<file path="src/rtl/rank_dec_pkg.sv">
package rank_dec_pkg;

    localparam int CH_N     = 2;
    localparam int RK_N     = 4;
    localparam int BND_W    = 8;
    localparam int CODE_W   = 3;
    localparam int ODD_LSB  = 4;
    localparam int CH_W     = $clog2(CH_N);
    localparam int RK_W     = $clog2(RK_N);
    localparam int PAIR_N   = RK_N / 2;
    localparam int SEL_W    = 3;
    localparam int IDX_W    = CH_W + SEL_W;
    localparam int SPAN_W   = BND_W + CH_W;
    localparam int FLAT_N   = CH_N * RK_N;
    localparam int FLAT_W   = CH_W + RK_W;

    typedef logic [BND_W-1:0]  bnd_t;
    typedef logic [CODE_W-1:0] code_t;
    typedef logic [SPAN_W-1:0] span_t;

    typedef logic [CH_N-1:0][RK_N-1:0][BND_W-1:0]  bnd_arr_t;
    typedef logic [CH_N-1:0][RK_N-1:0][CODE_W-1:0] code_arr_t;

    typedef enum logic [CODE_W-1:0] {
        PG_NONE = 3'b000,
        PG_4K   = 3'b010,
        PG_8K   = 3'b011,
        PG_16K  = 3'b100
    } page_code_e;

    typedef struct packed {
        logic            hit;
        logic [CH_W-1:0] ch;
        logic [RK_W-1:0] rk;
        code_t           page;
    } lk_res_t;

    function automatic logic code_ok(input code_t c);
        return (c == PG_4K) || (c == PG_8K) || (c == PG_16K);
    endfunction

endpackage

</file>
<file path="src/rtl/rank_cfg_regs.sv">
module rank_cfg_regs
    import rank_dec_pkg::*;
(
    input  logic             clk,
    input  logic             rst,
    input  logic             we,
    input  logic [IDX_W-1:0] idx,
    input  logic [BND_W-1:0] wdata,
    output bnd_arr_t         bnd,
    output code_arr_t        code
);

    logic [CH_W-1:0]  ch_sel;
    logic [SEL_W-1:0] reg_sel;

    assign ch_sel  = idx[IDX_W-1 -: CH_W];
    assign reg_sel = idx[SEL_W-1:0];

    always_ff @(posedge clk) begin
        if (rst) begin
            bnd  <= '0;
            code <= '0;
        end else if (we) begin
            for (int c = 0; c < CH_N; c++) begin
                for (int r = 0; r < RK_N; r++) begin
                    if (ch_sel == CH_W'(c) && reg_sel == SEL_W'(r))
                        bnd[c][r] <= wdata;
                    if (ch_sel == CH_W'(c) && reg_sel == SEL_W'(RK_N + r / 2)) begin
                        if ((r % 2) == 1)
                            code[c][r] <= wdata[ODD_LSB +: CODE_W];
                        else
                            code[c][r] <= wdata[CODE_W-1:0];
                    end
                end
            end
        end
    end

    // a boundary write to channel 0 rank 0 lands on the next edge
    assert_bnd_write_R2: assert property (@(posedge clk) disable iff (rst)
        (we && idx == IDX_W'(0)) |=> (bnd[0][0] == $past(wdata)));

endmodule

</file>
<file path="src/rtl/rank_ilv_detect.sv">
module rank_ilv_detect
    import rank_dec_pkg::*;
(
    input  bnd_arr_t  bnd,
    input  code_arr_t code,
    output logic      ilv
);

    logic [CH_N-1:0] same;

    assign same[0] = 1'b1;

    for (genvar c = 1; c < CH_N; c++) begin : g_cmp
        assign same[c] = (bnd[c] == bnd[0]) && (code[c] == code[0]);
    end

    assign ilv = &same;

endmodule

</file>
<file path="src/rtl/rank_span_lookup.sv">
module rank_span_lookup
    import rank_dec_pkg::*;
#(
    parameter int ADDR_W  = 33,
    parameter int ILV_BIT = 7
) (
    input  logic [ADDR_W-1:0] addr,
    input  bnd_arr_t          bnd,
    input  code_arr_t         code,
    input  logic              ilv,
    output lk_res_t           res
);

    localparam int GRAIN_LSB = ADDR_W - BND_W;

    span_t                    unit;
    logic [CH_N-1:0][SPAN_W-1:0] ch_base;
    logic [FLAT_N-1:0]        cand;
    logic                     found;
    logic [FLAT_W-1:0]        sel;
    logic [CH_W-1:0]          sel_ch;
    logic [RK_W-1:0]          sel_rk;
    code_t                    sel_code;

    assign unit = SPAN_W'(addr[ADDR_W-1:GRAIN_LSB]);

    // channel c starts where channel c-1 ends (non-interleaved map)
    always_comb begin
        ch_base[0] = '0;
        for (int c = 1; c < CH_N; c++)
            ch_base[c] = ch_base[c-1] + SPAN_W'(bnd[c-1][RK_N-1]);
    end

    for (genvar c = 0; c < CH_N; c++) begin : g_ch
        localparam bit IS_CH0 = (c == 0);
        for (genvar r = 0; r < RK_N; r++) begin : g_rk
            bnd_t  prev;
            span_t top;
            logic  nonempty;
            if (r == 0) begin : g_first
                assign prev = '0;
            end else begin : g_next
                assign prev = bnd[c][r-1];
            end
            assign nonempty = bnd[c][r] > prev;
            assign top = ilv ? (SPAN_W'(bnd[c][r]) << CH_W)
                             : ch_base[c] + SPAN_W'(bnd[c][r]);
            assign cand[c*RK_N + r] = nonempty && (IS_CH0 || !ilv) && (unit < top);
        end
    end

    // lowest candidate wins: with rising boundaries that is the covering rank
    always_comb begin
        found = 1'b0;
        sel   = '0;
        for (int i = FLAT_N - 1; i >= 0; i--) begin
            if (cand[i]) begin
                found = 1'b1;
                sel   = FLAT_W'(i);
            end
        end
    end

    assign sel_ch   = sel[FLAT_W-1 -: CH_W];
    assign sel_rk   = sel[RK_W-1:0];
    assign sel_code = code[sel_ch][sel_rk];

    always_comb begin
        res = '0;
        if (found && code_ok(sel_code)) begin
            res.hit  = 1'b1;
            res.ch   = ilv ? addr[ILV_BIT +: CH_W] : sel_ch;
            res.rk   = sel_rk;
            res.page = sel_code;
        end
    end

endmodule

</file>
<file path="src/rtl/dram_rank_decoder.sv">
module dram_rank_decoder
    import rank_dec_pkg::*;
#(
    parameter int ADDR_W  = 33,
    parameter int ILV_BIT = 7
) (
    input  logic              clk,
    input  logic              rst,
    input  logic              cfg_we,
    input  logic [3:0]        cfg_idx,
    input  logic [7:0]        cfg_wdata,
    input  logic              lk_valid,
    input  logic [ADDR_W-1:0] lk_addr,
    output logic              res_valid,
    output logic              res_hit,
    output logic              res_chan,
    output logic [1:0]        res_rank,
    output logic [2:0]        res_page,
    output logic              ilv_mode
);

    bnd_arr_t  bnd;
    code_arr_t code;
    lk_res_t   lk_res;
    lk_res_t   res_q;
    logic      valid_q;

    rank_cfg_regs u_regs (
        .clk   (clk),
        .rst   (rst),
        .we    (cfg_we),
        .idx   (cfg_idx),
        .wdata (cfg_wdata),
        .bnd   (bnd),
        .code  (code)
    );

    rank_ilv_detect u_ilv (
        .bnd  (bnd),
        .code (code),
        .ilv  (ilv_mode)
    );

    rank_span_lookup #(
        .ADDR_W  (ADDR_W),
        .ILV_BIT (ILV_BIT)
    ) u_lookup (
        .addr (lk_addr),
        .bnd  (bnd),
        .code (code),
        .ilv  (ilv_mode),
        .res  (lk_res)
    );

    always_ff @(posedge clk) begin
        if (rst) begin
            valid_q <= 1'b0;
            res_q   <= '0;
        end else begin
            valid_q <= lk_valid;
            res_q   <= lk_valid ? lk_res : '0;
        end
    end

    assign res_valid = valid_q;
    assign res_hit   = res_q.hit;
    assign res_chan  = res_q.ch;
    assign res_rank  = res_q.rk;
    assign res_page  = res_q.page;

    // one-cycle result latency
    assert_latency_R3: assert property (@(posedge clk) disable iff (rst)
        lk_valid |=> res_valid);

    // no request, no result
    assert_idle_R3: assert property (@(posedge clk) disable iff (rst)
        !lk_valid |=> (!res_valid && !res_hit));

    // a hit always carries a populated page code
    assert_page_code_R7: assert property (@(posedge clk) disable iff (rst)
        res_hit |-> (res_page == 3'b010 || res_page == 3'b011 || res_page == 3'b100));

    // a miss reports all-zero location fields
    assert_miss_zero_R8: assert property (@(posedge clk) disable iff (rst)
        (res_valid && !res_hit) |-> (!res_chan && res_rank == 2'd0 && res_page == 3'd0));

    // interleaved hits take their channel from the address
    assert_ilv_chan_R10: assert property (@(posedge clk) disable iff (rst)
        (res_hit && $past(ilv_mode)) |-> (res_chan == $past(lk_addr[ILV_BIT])));

endmodule

</file>
<file path="config.mk">
export PLATFORM = sky130hd
export DESIGN_NAME = dram_rank_decoder
export DESIGN_NICKNAME = d
export VERILOG_FILES = /design/src/rtl/rank_dec_pkg.sv /design/src/rtl/rank_cfg_regs.sv /design/src/rtl/rank_ilv_detect.sv /design/src/rtl/rank_span_lookup.sv /design/src/rtl/dram_rank_decoder.sv
export SDC_FILE = /design/constraint.sdc
export NUM_CORES = 1
export LEC_CHECK = 0
export BUFFER_PORTS_ARGS = -buffer_cell sky130_fd_sc_hd__buf_2
export CAP_MARGIN = 25
export CORE_ASPECT_RATIO = 1.2
export CORE_MARGIN = 5
export CORE_UTILIZATION = 45
export DETAILED_ROUTE_END_ITERATION = 6
export GPL_ROUTABILITY_DRIVEN = 0
export GPL_TIMING_DRIVEN = 1
export RECOVER_POWER = 100
export SLEW_MARGIN = 5
export SYNTH_ARGS = -nofsm -noshare
export SYNTH_HDL_FRONTEND = slang
export SYNTH_SLANG_ARGS = --single-unit
</file>
<file path="constraint.sdc">
create_clock -name clk -period 5.65 [get_ports clk]
set_input_delay 0.8475 -clock clk [delete_from_list [all_inputs] [get_ports clk]]
set_output_delay 0.8475 -clock clk [all_outputs]
set_load 0.1 [all_outputs]
</file>
After elaboration in Yosys (flattened, before gate mapping)
Cells that the tools add are included.

Register bits: 96. Bits of input ports: 49. Output and inout port bits: 9. Word-level logic and storage cells: 130.

$add $sub $neg: 4. Magnitude comparators: 18. Equality and inequality tests: 10. Mux-type cells: 30. Bitwise gates (word level): 3. Reduce and logical (&&, ||, !) cells: 44.

Operator list (count): $lt 8x9->1 (8); $mux 9 (8); $gt 8x8->1 (6); $add 8x8->9 (4); $eq 32x32->1 (1); $mux 3 (9); $logic_and 1x1->1 (26); $mux 12 (2); $reduce_and 2->1 (12); $gt 8x1->1 const B (2); $eq 12x12->1 (1); $eq 3x2->1 const B (4); $eq 3x3->1 const B (3); $mux 1 (9); $mux 7 (1); $bmux 3 s2 (1); $eq 3x1->1 const B (1); $logic_not 3->1 (1); $lt 2x3->1 const B (1); $not 1->1 (3); $reduce_or 3->1 (1); $logic_or 1x1->1 (2); $lt 1x2->1 const B (1); $reduce_or 2->1 (1); $logic_not 1->1 (1).

Logic depth before layout (Yosys ltp)
Depth after elaboration: 23. Gate-level depth with buffers: 22. Gate-level depth less buffers: 21.

Modules after synthesis
Synthesis repeated with hierarchy kept, for this count alone.

Cell total of the unflattened synthesis: 1004. Area total of the unflattened synthesis: 9003.6 µm².

By module, submodules not included: rank_span_lookup (times used 1, cells an instance 617, area each 4804.6 µm², sequential area each 0.0 µm²); rank_cfg_regs (times used 1, cells an instance 312, area each 3489.6 µm², sequential area each 1761.7 µm²); rank_ilv_detect (times used 1, cells an instance 59, area each 481.7 µm², sequential area each 0.0 µm²); dram_rank_decoder (times used 1, cells an instance 16, area each 227.7 µm², sequential area each 160.2 µm²).

Worst setup path before layout
No wires, ideal clock.

Path type: flip-flop to flip-flop. Start: reg u_regs.bnd[25] (netlist name). End: reg res_q, in the netlist res_page[0]. Setup time: 0.087 ns. Data arrival time: 5.155 ns. Setup slack: 0.408 ns. Stages on the path, launching flop included: 22. Clock period less this slack: 5.242 ns. Cell sequence: dfxtp_1 -> ha_1 -> nor4_1 -> nand3_1 -> or3_1 -> buf_6 -> clkinv_4 -> buf_2 -> nand2_1 -> o31a_1 -> ha_1 -> a2111o_1 -> a31oi_1 -> o21ai_0 -> o211ai_1 -> nand2_1 -> a2111o_1 -> and2_4 -> o31a_1 -> o31ai_4 -> a21bo_1 -> nor4b_2.

Longest elaborated chain between the ends: 23.

RTL lines: $eq 32x32->1 (*) (line rank_ilv_detect.sv:14) `assign same[c] = (bnd[c] == bnd[0]) && (code[c] == code[0]);`; $logic_and 1x1->1 (*) (line rank_ilv_detect.sv:14); named net ilv_mode (line dram_rank_decoder.sv:19) `output logic ilv_mode`; $mux 9 or $logic_not 1->1 (tied branches) (line rank_span_lookup.sv:46, rank_span_lookup.sv:48); $lt 8x9->1 or $logic_and 1x1->1 (tied branches) (line rank_span_lookup.sv:48) `assign cand[c*RK_N + r] = nonempty && (IS_CH0 || !ilv) && (unit < top);`; $logic_and 1x1->1 (line rank_span_lookup.sv:48); $mux 3 (8 in series) (line rank_span_lookup.sv:57) `if (cand[i]) begin`; $mux 12 (implied by the code) (2 in series) (line rank_span_lookup.sv:66) `assign sel_code = code[sel_ch][sel_rk];`; $bmux 3 s2 (line rank_span_lookup.sv:66); $mux 3 (implied by the code) (line rank_span_lookup.sv:66); $eq 3x2->1 (line rank_dec_pkg.sv:39) `return (c == PG_4K) || (c == PG_8K) || (c == PG_16K);`; $logic_or 1x1->1 (2 in series) (line rank_dec_pkg.sv:39); $logic_and 1x1->1 (line rank_span_lookup.sv:70) `if (found && code_ok(sel_code)) begin`; $not 1->1 (no source line); $reduce_or 3->1 (no source line); end signal: assignment (line dram_rank_decoder.sv:61) `res_q <= lk_valid ? lk_res : '0;`; end: declaration (line dram_rank_decoder.sv:25) `lk_res_t res_q;`.

Mark *: on every way through the listed nets, which the timed path passes. The rest lies on a longest branch. The select of a mux whose other input is x is not followed. A chain may end at the register's enable or synchronous reset.

Worst setup path in the final report
Start: reg u_regs.bnd[29] (netlist name). End: reg res_q, in the netlist res_page[0].

Longest elaborated chain between the ends: 23.

RTL lines: branches (longest 23 deep; another with $add 8x8->9).

Parallel ways; which one is timed is not known. The select of a mux whose other input is x is not followed.

==> impl_metrics.ini <==
[synthesis]
synthFlopType = dfxtp_1
yosys_warnings = 0
synth-seq-cells = 96
synthAdderAreaFrac = 0.210
synth_edf_count = 0
syn_avg_cell_area_um2 = 8.49
synth.cell_area_mm2 = 0.00848
synthArstFlopShare = 0
seq_area_frac_synth = 0.227
synth_top_family_by_area = adder cells
synth-compound-area-share = 0.200
ys_types = 74
synth_simple_gate_area_share = 0.145
synth_mux_area_frac = 0.118
syn_inst = 999
synth_xor_xnor_area_share = 0.0547
synth_nets = 1188

[power_and_ir_drop]
powerDensity_mw_per_mm2 = 192
netSwitchingPower_mw = 0.614
seq_power_share = 0.375
p_leak_nw = 4.63
p_int_mw = 1.24
p_sw_frac = 0.331
clkPwrFrac = 0.326
power_mw = 1.85
peakVddDrop_uv = 174
comb_power_share = 0.299

[sta]
hold_viol = 0
setup_viol = 0
fin_crit_ns = 5.36
fin_worst_skew_ns = 0.00557
fmax_mhz = 187
timing.final.crit_share = 0.949
drv_slew = 90
maxSlewHeadroom = -1.69
worstMarginPinSlew_ns = 4.03

[setup_path]
crit_required_ns = 5.90
cp.arrival_ns = 5.61
worstSetupPathType = reg2reg
cp-end-kind = flip-flop
cp_max_fo = 55
startpoint_type = flip-flop

[cells_and_area]
stdcell_count = 1332
drive_above_1_share = 0.117
nets = 1261
area.growth.synth_to_final_pct = 13.7
n_antenna_cell = 0

[routing]
ant_nets = 0
wirelength_mm = 26.2
drt_iter0_drc = 449
wire_per_inst_um = 19.7
num_vias = 7568
dr.pass1.iters = 5
drc_errors = 0
vias_per_cell = 5.68

[global_routing]
first_global_vias = 7320
grt_overflow = 0
grt_max_degree = 90
grtUsageTotal = 0.240
grt_pass1_wl_mm = 40.4
antenna_found_initial = 0

[placed_design]
dp_hpwl_mm = 20.6
io_buffers = 33
dp_cells = 1316

[clock_tree]
cts_hold_buf = 0
numClockSinks = 96
h-tree-depth = 3
clk_latency_ns = 0.34
tritoncts = built
clk_pin_slew_ns = 0.06
clock_path_buffers = 2
root_buffer = clkbuf_16
cts_buffers = 9

[run]
drv_cap = 1

[run_status]
outcome = finished, violations left
violations = max-capacitance violations, max-slew violations

[floorplan]
rows = 55
core_mm2 = 0.0187
initial_core_util = 0.453
die_h_um = 160
io_pins = 58
die-area_mm2 = 0.0217
die_x_um = 135

[min_path]
hp-class = reg2reg
## synthesized netlist by cell type, types with 3 or more instances
cell type / instances / area share
a2111o_1: 3 / 0.0040
o31a_1: 6 / 0.0062
xnor2_1: 11 / 0.011
o21bai_1: 9 / 0.0080
o21ai_0: 38 / 0.022
a21o_1: 23 / 0.020
o31ai_1: 3 / 0.0027
a21boi_0: 4 / 0.0035
and2_1: 3 / 0.0022
nor4b_1: 3 / 0.0031
dfxtp_1: 96 / 0.23
ha_1: 136 / 0.20
nor3_1: 4 / 0.0024
o221ai_1: 4 / 0.0041
o211ai_1: 6 / 0.0053
nor2_1: 136 / 0.060
clkbuf_1: 29 / 0.013
nor2b_1: 14 / 0.010
a211oi_2: 4 / 0.0059
and3_1: 9 / 0.0066
nor4_1: 15 / 0.011
nand3_1: 9 / 0.0053
a21oi_2: 3 / 0.0031
xor2_1: 42 / 0.043
a31oi_1: 5 / 0.0037
nand3b_1: 3 / 0.0027
o21a_1: 16 / 0.014
a211oi_1: 10 / 0.0088
a21oi_1: 83 / 0.049
nand2_1: 31 / 0.014
nand2b_1: 9 / 0.0066
mux2i_1: 98 / 0.12
nand4_1: 15 / 0.011
fa_1: 4 / 0.0094
inv_1: 63 / 0.028
## critical path, stage by stage, from the launching register on
cell and delay [ns]:
dfxtp_1 0.32, ha_1 0.36, nor4_4 0.36, nand3_2 0.15
or3_2 0.54, buf_12 0.21, nor2_1 0.15, a21oi_1 0.06
ha_1 0.32, nand2_1 0.05, o21ai_0 0.18, nand4_1 0.18
a221oi_4 0.39, o211ai_1 0.17, a2111o_1 0.48, and2_4 0.18
o31a_1 0.30, o31ai_4 0.32, a21bo_1 0.26, nor4b_2 0.25
## cells by family after synthesis
| family | count (synthesis) |
|---|---|
| buffers and inverters | 98 |
| AOI/OAI and AO/OA | 251 |
| muxes | 100 |
| DFF | 96 |
| xor gates and xnor gates | 53 |
| adders and majority gates | 140 |
| and+or+nand+nor | 261 |
## path summary, 6_finish.rpt
path	from	to	slack [ns]	cells past startpoint
max	u_regs.bnd[29]$_SDFFE_PP0P_	res_page[0]$_SDFF_PP0_	0.29	19
min	u_regs.code[6]$_SDFFE_PP0P_	u_regs.code[6]$_SDFFE_PP0P_	0.54	2
max reg2reg	u_regs.bnd[29]$_SDFFE_PP0P_	res_page[0]$_SDFF_PP0_	0.29	19
min reg2reg	u_regs.code[6]$_SDFFE_PP0P_	u_regs.code[6]$_SDFFE_PP0P_	0.54	2
## flip-flops by register name (all words and copies together) (netlist names)
name / cells
u_regs.bnd: 64
res_hit: 1
res_rank: 2
u_regs.code: 24
res_valid: 1
res_page: 3
res_chan: 1
## placed cells by master, fill, tap and decap left out, types with 4 or more instances in the layout
master,n
o21bai_1,9
buf_4,58
inv_1,63
nor2_1,136
nand4_1,15
ha_1,136
xor2_1,42
xnor2_1,11
nand2b_1,9
mux2i_1,98
a21o_1,23
a21oi_1,83
clkbuf_1,15
buf_2,24
a21boi_0,4
dfxtp_1,96
o31a_1,6
a31oi_1,5
and3_1,9
nand3_1,8
nor2b_1,14
fa_1,4
nor3_1,4
nor4_1,11
o211ai_1,6
nand2_1,31
clkbuf_16,9
o21ai_0,38
a211oi_2,4
o21a_1,16
a211oi_1,10
## what timing repair did
action | in CTS | in global routing
setup endpoints to repair | 0 | 6
buffers inserted | 0 | 0
resized for setup | 0 | 9
## cell type report
cell class / count / area, um^2
multi-input cells: 805 / 6240
clock buffers: 12 / 246
flip-flops and latches: 96 / 1920
inverters: 64 / 245
repair buffers: 96 / 624
well taps: 256 / 320
clock inverters: 3 / 42.5
fillers: 1898 / 9070
## power by group through the flow
stage | Combinational [mW] | Sequential (mW) | Clock (mW)
floorplan | 0.368 | 0.728 | 0
global placement | 0.540 | 0.711 | 0
detailed placement | 0.545 | 0.711 | 0
CTS | 0.547 | 0.695 | 0.615
global route | 0.609 | 0.696 | 0.643
finish | 0.554 | 0.696 | 0.605
## stage by stage
| stage | worst slack, ns | hold slack [ns] | cell area, um^2 | TNS [ns] | utilization |
|---|---|---|---|---|---|
| finish | 0.290 | 0.544 | 9640 | 0 | 0.515 |
| global route | -0.0123 | 0.558 | 9640 | -0.0123 | 0.515 |
| CTS | 0.165 | 0.546 | 9600 | 0 | 0.513 |
| detailed placement | 0.192 | 0.533 | 9310 | 0 | 0.497 |
| global placement | 0.246 | 0.524 | 9300 | 0 | 0.497 |
| floorplan | 0.408 | 0.487 | 8480 | 0 | - |
## metal layers
metal | wire length, um | part of all wire | global-route usage
met1 | 11900 | 0.46 | 0.325
met5 | 0 | 0 | 0
met3 | 1200 | 0.046 | 0.0179
met2 | 12400 | 0.47 | 0.406
met4 | 696 | 0.027 | 0.0784
No activity file was read; power rests on OpenSTA's default activity.
